`src/rtl/splitTmrPkg.sv`:
```
package splitTmrPkg;
  typedef struct packed {
    logic incLo;
    logic incHi;
    logic incAux;
  } tmrStrobe_t;

  typedef enum logic [1:0] {
    ADDR_LO   = 2'd0,
    ADDR_HI   = 2'd1,
    ADDR_AUX  = 2'd2,
    ADDR_FLAG = 2'd3
  } tmrAddr_e;
endpackage

```
`src/rtl/splitTmrCtrl.sv`:
```
module splitTmrCtrl
  import splitTmrPkg::*;
#(
  parameter int PRESCALE = 12
) (
  input  logic       clk,
  input  logic       rstN,
  input  logic       cntPin,
  input  logic       intPin,
  input  logic       splitMode,
  input  logic       runA,
  input  logic       ctSelA,
  input  logic       gateA,
  input  logic       runB,
  output tmrStrobe_t strobe
);
  localparam int PW = (PRESCALE > 1) ? $clog2(PRESCALE) : 1;

  logic [PW-1:0] psc;
  logic          tick;
  logic          cntSamp;
  logic          cntFall;
  logic          loEnable;

  assign tick = (psc == PW'(PRESCALE - 1));

  always_ff @(posedge clk or negedge rstN) begin
    if (!rstN) begin
      psc     <= '0;
      cntSamp <= 1'b0;
    end else begin
      psc <= tick ? '0 : psc + 1'b1;
      if (tick) cntSamp <= cntPin;
    end
  end

  assign cntFall = tick && cntSamp && !cntPin;

  always_comb begin
    loEnable      = runA && (!gateA || intPin);
    strobe.incLo  = loEnable && (ctSelA ? cntFall : tick);
    strobe.incHi  = tick && splitMode && runB;
    strobe.incAux = tick && !splitMode && runB;
  end
endmodule

```
`src/rtl/splitTmrData.sv`:
```
module splitTmrData
  import splitTmrPkg::*;
#(
  parameter int W = 8
) (
  input  logic         clk,
  input  logic         rstN,
  input  tmrStrobe_t   strobe,
  input  logic         wrEn,
  input  logic [1:0]   wrAddr,
  input  logic [W-1:0] wrData,
  output logic [W-1:0] loCnt,
  output logic [W-1:0] hiCnt,
  output logic [W-1:0] auxCnt,
  output logic         ovfA,
  output logic         ovfB
);
  localparam int NCNT = 3;

  logic [NCNT-1:0]        incVec;
  logic [NCNT-1:0]        wrapVec;
  logic [NCNT-1:0][W-1:0] cntAll;
  logic                   clrA;
  logic                   clrB;

  assign incVec = {strobe.incAux, strobe.incHi, strobe.incLo};

  for (genvar i = 0; i < NCNT; i++) begin : gCnt
    logic         wrThis;
    logic [W-1:0] val;
    assign wrThis = wrEn && (wrAddr == 2'(i));
    always_ff @(posedge clk or negedge rstN) begin
      if (!rstN)          val <= '0;
      else if (wrThis)    val <= wrData;
      else if (incVec[i]) val <= val + 1'b1;
    end
    assign wrapVec[i] = incVec[i] && !wrThis && (val == '1);
    assign cntAll[i]  = val;
  end

  assign loCnt  = cntAll[0];
  assign hiCnt  = cntAll[1];
  assign auxCnt = cntAll[2];

  assign clrA = wrEn && (wrAddr == ADDR_FLAG) && wrData[0];
  assign clrB = wrEn && (wrAddr == ADDR_FLAG) && wrData[1];

  always_ff @(posedge clk or negedge rstN) begin
    if (!rstN) begin
      ovfA <= 1'b0;
      ovfB <= 1'b0;
    end else begin
      if (clrA)            ovfA <= 1'b0;
      else if (wrapVec[0]) ovfA <= 1'b1;
      if (clrB)                          ovfB <= 1'b0;
      else if (wrapVec[1] || wrapVec[2]) ovfB <= 1'b1;
    end
  end
endmodule

```
`src/rtl/splitTimerPair.sv`:
```
module splitTimerPair
  import splitTmrPkg::*;
#(
  parameter int W        = 8,
  parameter int PRESCALE = 12
) (
  input  logic         clk,
  input  logic         rstN,
  input  logic         cntPin,
  input  logic         intPin,
  input  logic         splitMode,
  input  logic         runA,
  input  logic         ctSelA,
  input  logic         gateA,
  input  logic         runB,
  input  logic         wrEn,
  input  logic [1:0]   wrAddr,
  input  logic [W-1:0] wrData,
  output logic [W-1:0] loCnt,
  output logic [W-1:0] hiCnt,
  output logic [W-1:0] auxCnt,
  output logic         ovfA,
  output logic         ovfB
);
  tmrStrobe_t strobe;

  splitTmrCtrl #(.PRESCALE(PRESCALE)) uCtrl (
    .clk(clk), .rstN(rstN), .cntPin(cntPin), .intPin(intPin),
    .splitMode(splitMode), .runA(runA), .ctSelA(ctSelA), .gateA(gateA),
    .runB(runB), .strobe(strobe)
  );

  splitTmrData #(.W(W)) uData (
    .clk(clk), .rstN(rstN), .strobe(strobe), .wrEn(wrEn), .wrAddr(wrAddr),
    .wrData(wrData), .loCnt(loCnt), .hiCnt(hiCnt), .auxCnt(auxCnt),
    .ovfA(ovfA), .ovfB(ovfB)
  );
endmodule

```
`config.mk`:
```
export PLATFORM = sky130hd
export DESIGN_NAME = splitTimerPair
export DESIGN_NICKNAME = d
export VERILOG_FILES = /design/src/rtl/splitTmrPkg.sv /design/src/rtl/splitTmrCtrl.sv /design/src/rtl/splitTmrData.sv /design/src/rtl/splitTimerPair.sv
export SDC_FILE = /design/constraint.sdc
export NUM_CORES = 1
export LEC_CHECK = 0
export CAP_MARGIN = 10
export CORE_MARGIN = 5
export CORE_UTILIZATION = 35
export DETAILED_ROUTE_END_ITERATION = 8
export PLACE_DENSITY = 0.69
export SLEW_MARGIN = 25
export SYNTH_ARGS = -nofsm -noshare
export SYNTH_HDL_FRONTEND = slang
export SYNTH_SLANG_ARGS = --single-unit
```
`constraint.sdc`:
```
create_clock -name clk -period 2.2 [get_ports clk]
set_input_delay 0.66 -clock clk [delete_from_list [all_inputs] [get_ports clk]]
set_output_delay 0.66 -clock clk [all_outputs]
set_load 0.01 [all_outputs]
```
## Word-level counts from Yosys, hierarchy flattened

Cells that the tools add are included.

| word-level totals | value |
|---|---|
| logic and storage cells | 64 |
| input port bits | 20 |
| output and inout bits | 26 |
| bits in registers | 31 |

| operators by class | value |
|---|---|
| reduce and logical (&&, ||, !) cells | 34 |
| mux-type cells | 12 |
| add/sub/neg operators | 4 |
| eq/ne operators | 7 |

Operators by type and width:

| cell | number |
|---|---|
| $mux W8 | 6 |
| $add A8 B1 Y8 const B | 3 |
| $eq A8 B8 Y1 const B | 3 |
| $logic_and A1 B1 Y1 | 20 |
| $reduce_bool A2 Y1 | 5 |
| $logic_not A1 Y1 | 6 |
| $mux W1 | 5 |
| $add A4 B1 Y4 const B | 1 |
| $eq A2 B2 Y1 const B | 2 |
| $eq A4 B4 Y1 const B | 1 |
| $mux W4 | 1 |
| $eq A2 B1 Y1 const B | 1 |
| $logic_not A2 Y1 | 1 |
| $logic_or A1 B1 Y1 | 2 |

## Depth between registers and ports, before layout

Gate-level depths: netlist of run 1.

| logic depth | value |
|---|---|
| word-level depth | 9 |
| depth in mapped cells | 6 |
| gate-level depth less buffers | 5 |

## By module

A second synthesis of run 1 with hierarchy kept.

| unflattened totals | value |
|---|---|
| cell total of the unflattened synthesis | 176 |
| area, all modules | 1666.6 um^2 |

Modules (own cells, without submodules):

| module | area each (um^2) | instances | cells each | sequential area each (um^2) |
|---|---|---|---|---|
| splitTmrData | 1416.4 | 1 | 152 | 650.6 |
| splitTmrCtrl | 250.2 | 1 | 24 | 125.1 |

## Worst setup path after synthesis of run 1

No wires, ideal clock.

| timing | value |
|---|---|
| path kind | input -> register |
| start point | in cntPin |
| end point | reg uData.gCnt[0].val[6], in the netlist uData.loCnt[6] |
| stages | 4 |
| data required time | 2118 ps |
| slack | 254 ps |
| buffers on the path | 0 |
| setup time | 82 ps |
| arrival | 1864 ps |
| cells stage by stage | nand2b_1 a2111o_1 or4_1 a31oi_1 |

| between the ends | value |
|---|---|
| longest elaborated chain between the ends | 5 |

RTL lines:

| element | RTL line | RTL |
|---|---|---|
| start: declaration | splitTimerPair.sv:9 | `input logic cntPin,` |
| $logic_not A1 Y1 | splitTmrCtrl.sv:37 | `assign cntFall = tick && cntSamp && !cntPin;` |
| $logic_and A1 B1 Y1 | splitTmrCtrl.sv:37 |  |
| $mux W1 | splitTmrCtrl.sv:41 | `strobe.incLo = loEnable && (ctSelA ? cntFall : tick);` |
| $logic_and A1 B1 Y1 | splitTmrCtrl.sv:41 |  |
| $reduce_bool A2 Y1 (no line) | n/a |  |
| end signal: assignment | splitTmrData.sv:34 | `else if (wrThis) val <= wrData;` |
| end signal: assignment | splitTmrData.sv:35 | `else if (incVec[i]) val <= val + 1'b1;` |
| end: declaration | splitTmrData.sv:30 | `logic [W-1:0] val;` |

Every way passes these cells.
A chain may end at the register's enable or synchronous reset.

## Worst setup path after layout of run 1

| timing | value |
|---|---|
| start point | in intPin |
| end point | reg uData.gCnt[0].val[6], in the netlist uData.loCnt[6] |

| between the ends | value |
|---|---|
| longest elaborated chain between the ends | 4 |

RTL lines:

| element | RTL line | RTL |
|---|---|---|
| start: declaration | splitTimerPair.sv:10 | `input logic intPin,` |
| $logic_or A1 B1 Y1 | splitTmrCtrl.sv:40 | `loEnable = runA && (!gateA \|\| intPin);` |
| $logic_and A1 B1 Y1 | splitTmrCtrl.sv:40 |  |
| $logic_and A1 B1 Y1 | splitTmrCtrl.sv:41 |  |
| $reduce_bool A2 Y1 (no line) | n/a |  |

Every way passes these cells.

==> summary.md, run 1 <==
| Metric | Value |
|---|---|
| Static power due to leakage | roughly 1 nW |
| Detailed router's first-iteration violation count | ~100 |
| Syn Nets | about 220 |
| Routability congestion estimate | between 0.7 and 0.8 |
| Clk_lat worst skew | between 0.2 and 0.3 ns |
| Fin crit share | between 90% and 100% |
| Synthesized area per cell | a little over 9 um^2 |
| RSZ-0062 raised after global routing | no |
| Worst clock skew | around 0.0027 ns |
| Fillers | around 480 |
| CP max stage delay | 0.44 ns |
| Critical path fanouts, max | 4 |
| Cell area after synthesis | about 0.0017 mm^2 |
| Cts bufs inserted | 5 |
| Number of I/O port buffers | 45 |
| Critical path launch point type | input port |
| GRT Overall Usage | 15.5% |
| Largest family of logic cells by synthesized area | simple AND/OR/NAND/NOR gates |
| Die Area | 0.00649 mm^2 |
| Area added between synthesis and finish | 43.3% |
| Top-level port count | 46 |
| Vertical extent of the die | between 80 and 90 um |
| Net total in the final layout | 281 |
| Synth Warn # | 0 |
| Half-perimeter wire length after detailed placement | around 3400 um |
| Number of failing hold endpoints at the final stage | 0 |
| Most used flip-flop cell after synthesis | sky130_fd_sc_hd__dfrtp_1 |
| Post-synthesis mux area share | under 10% |
| Number of vias per cell | between 5 and 6 |
| H-tree depth | 2 |
| Crit Path Class | input port to flip-flop |
| Slowest stage cell on the critical path | sky130_fd_sc_hd__clkdlybuf4s50_1 |
| Clock Sink Count | 31 |
| Leading cell types by total area after synthesis | sky130_fd_sc_hd__dfrtp_1 45%, sky130_fd_sc_hd__xnor2_1 7.0%, sky130_fd_sc_hd__nor2_1 5.2% |
| Chip width | around 81 um |
| Sum of routed wire length over all layers | 4510 um |
| TritonCTS clock tree | built |
| Overall power consumption | 1.79 mW |
| Final antenna diode count | 0 |
| Row cnt | 25 |
| Clk Tree Root Cell | sky130_fd_sc_hd__clkbuf_8 |
| Detailed-route via count | 1639 |
| Pin slew with the least headroom to its limit | between 0.4 and 0.5 ns |
| Worst slew slack as a fraction of its limit | between 70% and 80% |
| Post-synthesis cell type count | 38 |
| Post-CTS setup buffers | 0 |
| Data required time at the worst endpoint | ~2.4 ns |
| Worst Setup Slack, final | around 0.10 ns |
| Parity-gate share of the synthesized area counting xor and xnor cells | roughly 8.5% |
| Core outline area | 0.00479 mm^2 |
| Antenna violation net count after detailed routing | 0 |
| Worst min-delay path class | flip-flop to flip-flop |
| Reg clk slew, reported paths | approximately 0.060 ns |
| Area share of the largest cell type after synthesis | about 45% |
| Per-cell routed wire length | about 14 um |
| Maximum number of pins on one net before global-route repair | 32 |
| Maximum count of clock buffers along a single path | 2 |
| Final-report setup violation count | 0 |
| Synthesized netlist cell count | approximately 190 |
| First-pass detailed-route iteration total | 4 |
| Final critical path time including I/O delays and setup | roughly 2.1 ns |
| Adder-cell area share of the yosys netlist | around 2.9% |
| Placement Setup Slack | -0.212 ns |
| Seq cells post-synth | 31 |
| Max Freq | ~480 MHz |
| Remaining routing DRC violations | 0 |
| Max-slew violation count | 0 |
| Post-synth ARST share | 100% |
| Critical Path End Type | flip-flop |
| Number of antenna violations at the first check in global routing | 0 |
| Resized Gates After CTS | 0 |
| Starting utilization of the core area | between 30% and 40% |
| Worst path cell trace | clkdlybuf4s50_1 -> and2b_4 -> a2111o_1 -> or4_1 -> a31oi_1 |
| First-pass GRT wire length | 7840 um |
| Number of enable-type register cells in the synthesized netlist | 0 |
| Areal power density over the cells | a little over 700 mW/mm^2 |
| IR Drop Worst-Case VDD | about 0.00038 V |
| Simple-gate portion of the synthesized area | between 20 and 30% |
| Aggregate global routing overflow | 0 |
| Data arrival, critical path | approximately 2.3 ns |
| Biggest area consumer among synthesized cells | sky130_fd_sc_hd__dfrtp_1 |
| Complex-gate fraction of the synthesized area | a little over an eighth |
| Register area share after synthesis | about 45% |
| Number of buffers inserted by hold repair at cts | 0 |
| Run status | complete, no violations |
| Number of maximum-capacitance violations | 0 |
| Fraction of final layout cells sized beyond drive strength 1 | 12.0% |
| Vias in the first global route | 1663 |
## registers in the layout, indices dropped and copies added (netlist names)
register and flops:
uCtrl.cntSamp 1, uCtrl.psc 4, uData.auxCnt 8, uData.hiCnt 8, uData.loCnt 8, uData.ovfA 1
uData.ovfB 1
## power breakdown
part / switching [mW] / internal [mW]
Clock: 0.205 / 0.285
Combinational: 0.222 / 0.309
Sequential: 0.112 / 0.660
## routing by layer
layer  routed length [um]  track usage (%)  up-vias
met2                 2070             24.1       48
li1                     -                -      814
met3                  263             3.25        8
met5                    0                0        -
met1                 2110             21.3      769
met4                   63             4.90        0
## worst max-delay path: cells and delay by family
kind                   cells  cell delay [ns]
AO/OA/AOI/OAI              2             0.60
buffers and inverters      1             0.44
AND/OR/NAND/NOR            2             0.60
## path summary, 6_finish.rpt
path | startpoint | end | slack, ns | depth (start not counted)
worst max-delay path | intPin | uData.loCnt[6]$_DFFE_PN0P_ | 0.1 | 5
worst min-delay path | uCtrl.psc[0]$_DFF_PN0_ | uCtrl.psc[0]$_DFF_PN0_ | 0.46 | 1
worst max register to register | uCtrl.psc[0]$_DFF_PN0_ | uData.loCnt[6]$_DFFE_PN0P_ | 0.33 | 5
worst min register to register | uCtrl.psc[0]$_DFF_PN0_ | uCtrl.psc[0]$_DFF_PN0_ | 0.46 | 1
max in group asynchronous | rstN | uData.auxCnt[2]$_DFFE_PN0P_ | 1.14 | 2
min in group asynchronous | rstN | uCtrl.cntSamp$_DFFE_PN0N_ | 0.77 | 2
## kinds of logic (layout without fill, tap and decap cells)
| kind of cell | after synthesis | after routing |
|---|---|---|
| xor+xnor | 17 | 17 |
| compound gates | 36 | 36 |
| buf+inv | 13 | 79 |
| fa+ha+maj | 4 | 4 |
| flops | 31 | 31 |
| mux | 4 | 4 |
| simple gates | 87 | 87 |
## final cells by class
class	instances	area (um^2)	area share (%)
inverters	7	26.3	1.05
repair buffers	64	593	23.7
multi-input cells	148	918	36.8
clock buffers	8	100	4.01
flip-flops and latches	31	776	31.1
well taps	67	83.8	3.36
## synthesized netlist by cell type, types with 3 or more instances
cell                        n
sky130_fd_sc_hd__a21oi_1   11
sky130_fd_sc_hd__inv_1      7
sky130_fd_sc_hd__nand4b_1   4
sky130_fd_sc_hd__xor2_1     3
sky130_fd_sc_hd__nand4_1    5
sky130_fd_sc_hd__xnor2_1   14
sky130_fd_sc_hd__nand3_1    8
sky130_fd_sc_hd__mux2i_1    3
sky130_fd_sc_hd__a31oi_1    5
sky130_fd_sc_hd__ha_1       4
sky130_fd_sc_hd__dfrtp_1   31
sky130_fd_sc_hd__nor2_1    24
sky130_fd_sc_hd__nor3_1     7
sky130_fd_sc_hd__o21ai_0   10
sky130_fd_sc_hd__clkbuf_1   6
sky130_fd_sc_hd__nand2_1   22
## layout by cell type, fill, tap and decap left out, types with 3 or more instances in the layout
| cell | count |
|---|---|
| sky130_fd_sc_hd__clkdlybuf4s50_1 | 45 |
| sky130_fd_sc_hd__dfrtp_1 | 31 |
| sky130_fd_sc_hd__nor2_1 | 24 |
| sky130_fd_sc_hd__nand2_1 | 22 |
| sky130_fd_sc_hd__buf_4 | 19 |
| sky130_fd_sc_hd__xnor2_1 | 14 |
| sky130_fd_sc_hd__a21oi_1 | 11 |
| sky130_fd_sc_hd__o21ai_0 | 10 |
| sky130_fd_sc_hd__nand3_1 | 8 |
| sky130_fd_sc_hd__inv_1 | 7 |
| sky130_fd_sc_hd__nor3_1 | 7 |
| sky130_fd_sc_hd__clkbuf_8 | 7 |
| sky130_fd_sc_hd__nand4_1 | 5 |
| sky130_fd_sc_hd__a31oi_1 | 5 |
| sky130_fd_sc_hd__nand4b_1 | 4 |
| sky130_fd_sc_hd__ha_1 | 4 |
| sky130_fd_sc_hd__mux2i_1 | 3 |
| sky130_fd_sc_hd__xor2_1 | 3 |
## through the flow
step                utilization (%)  area (um^2)  instances  hold WS (ns)  TNS (ns)
floorplan                         -         1740        192         0.364         0
global placement               50.1         2400        317         0.452    -0.554
detailed placement             50.1         2400        317         0.460    -0.865
CTS                            52.2         2500        325         0.467         0
global route                   52.2         2500        325         0.493         0
finish                         52.2         2500        325         0.461         0
No activity file was read; power rests on OpenSTA's default activity.
==> inputs of run 2 (changes only) <==
--- a/config.mk
+++ b/config.mk
@@ -10,7 +10,6 @@
 export CORE_UTILIZATION = 35
 export DETAILED_ROUTE_END_ITERATION = 8
 export PLACE_DENSITY = 0.69
-export SLEW_MARGIN = 25
 export SYNTH_ARGS = -nofsm -noshare
 export SYNTH_HDL_FRONTEND = slang
 export SYNTH_SLANG_ARGS = --single-unit
==> constraint.sdc (replaced) <==
create_clock -name clk -period 2.2 [get_ports clk]
set_input_delay 0.66 -clock clk [delete_from_list [all_inputs] [get_ports clk]]
set_output_delay 0.66 -clock clk [all_outputs]
set_load 0.005 [all_outputs]
==> results of run 2 <==
Same layout as run 1 (identical final DEF). Status: complete, no violations.
Main changes from that run: total power 1.79 mW -> 1.76 mW; worst IR drop on VDD 0.000376 V -> 0.000364 V
==> inputs of run 3 (changes only) <==
--- a/config.mk
+++ b/config.mk
@@ -10,6 +10,7 @@
 export CORE_UTILIZATION = 35
 export DETAILED_ROUTE_END_ITERATION = 8
 export PLACE_DENSITY = 0.69
+export SLEW_MARGIN = 40
 export SYNTH_ARGS = -nofsm -noshare
 export SYNTH_HDL_FRONTEND = slang
 export SYNTH_SLANG_ARGS = --single-unit
==> results of run 3 <==
Same layout as run 1 (identical final DEF). Status: complete, no violations.
Main changes from that run: total power 1.79 mW -> 1.76 mW; worst IR drop on VDD 0.000376 V -> 0.000364 V
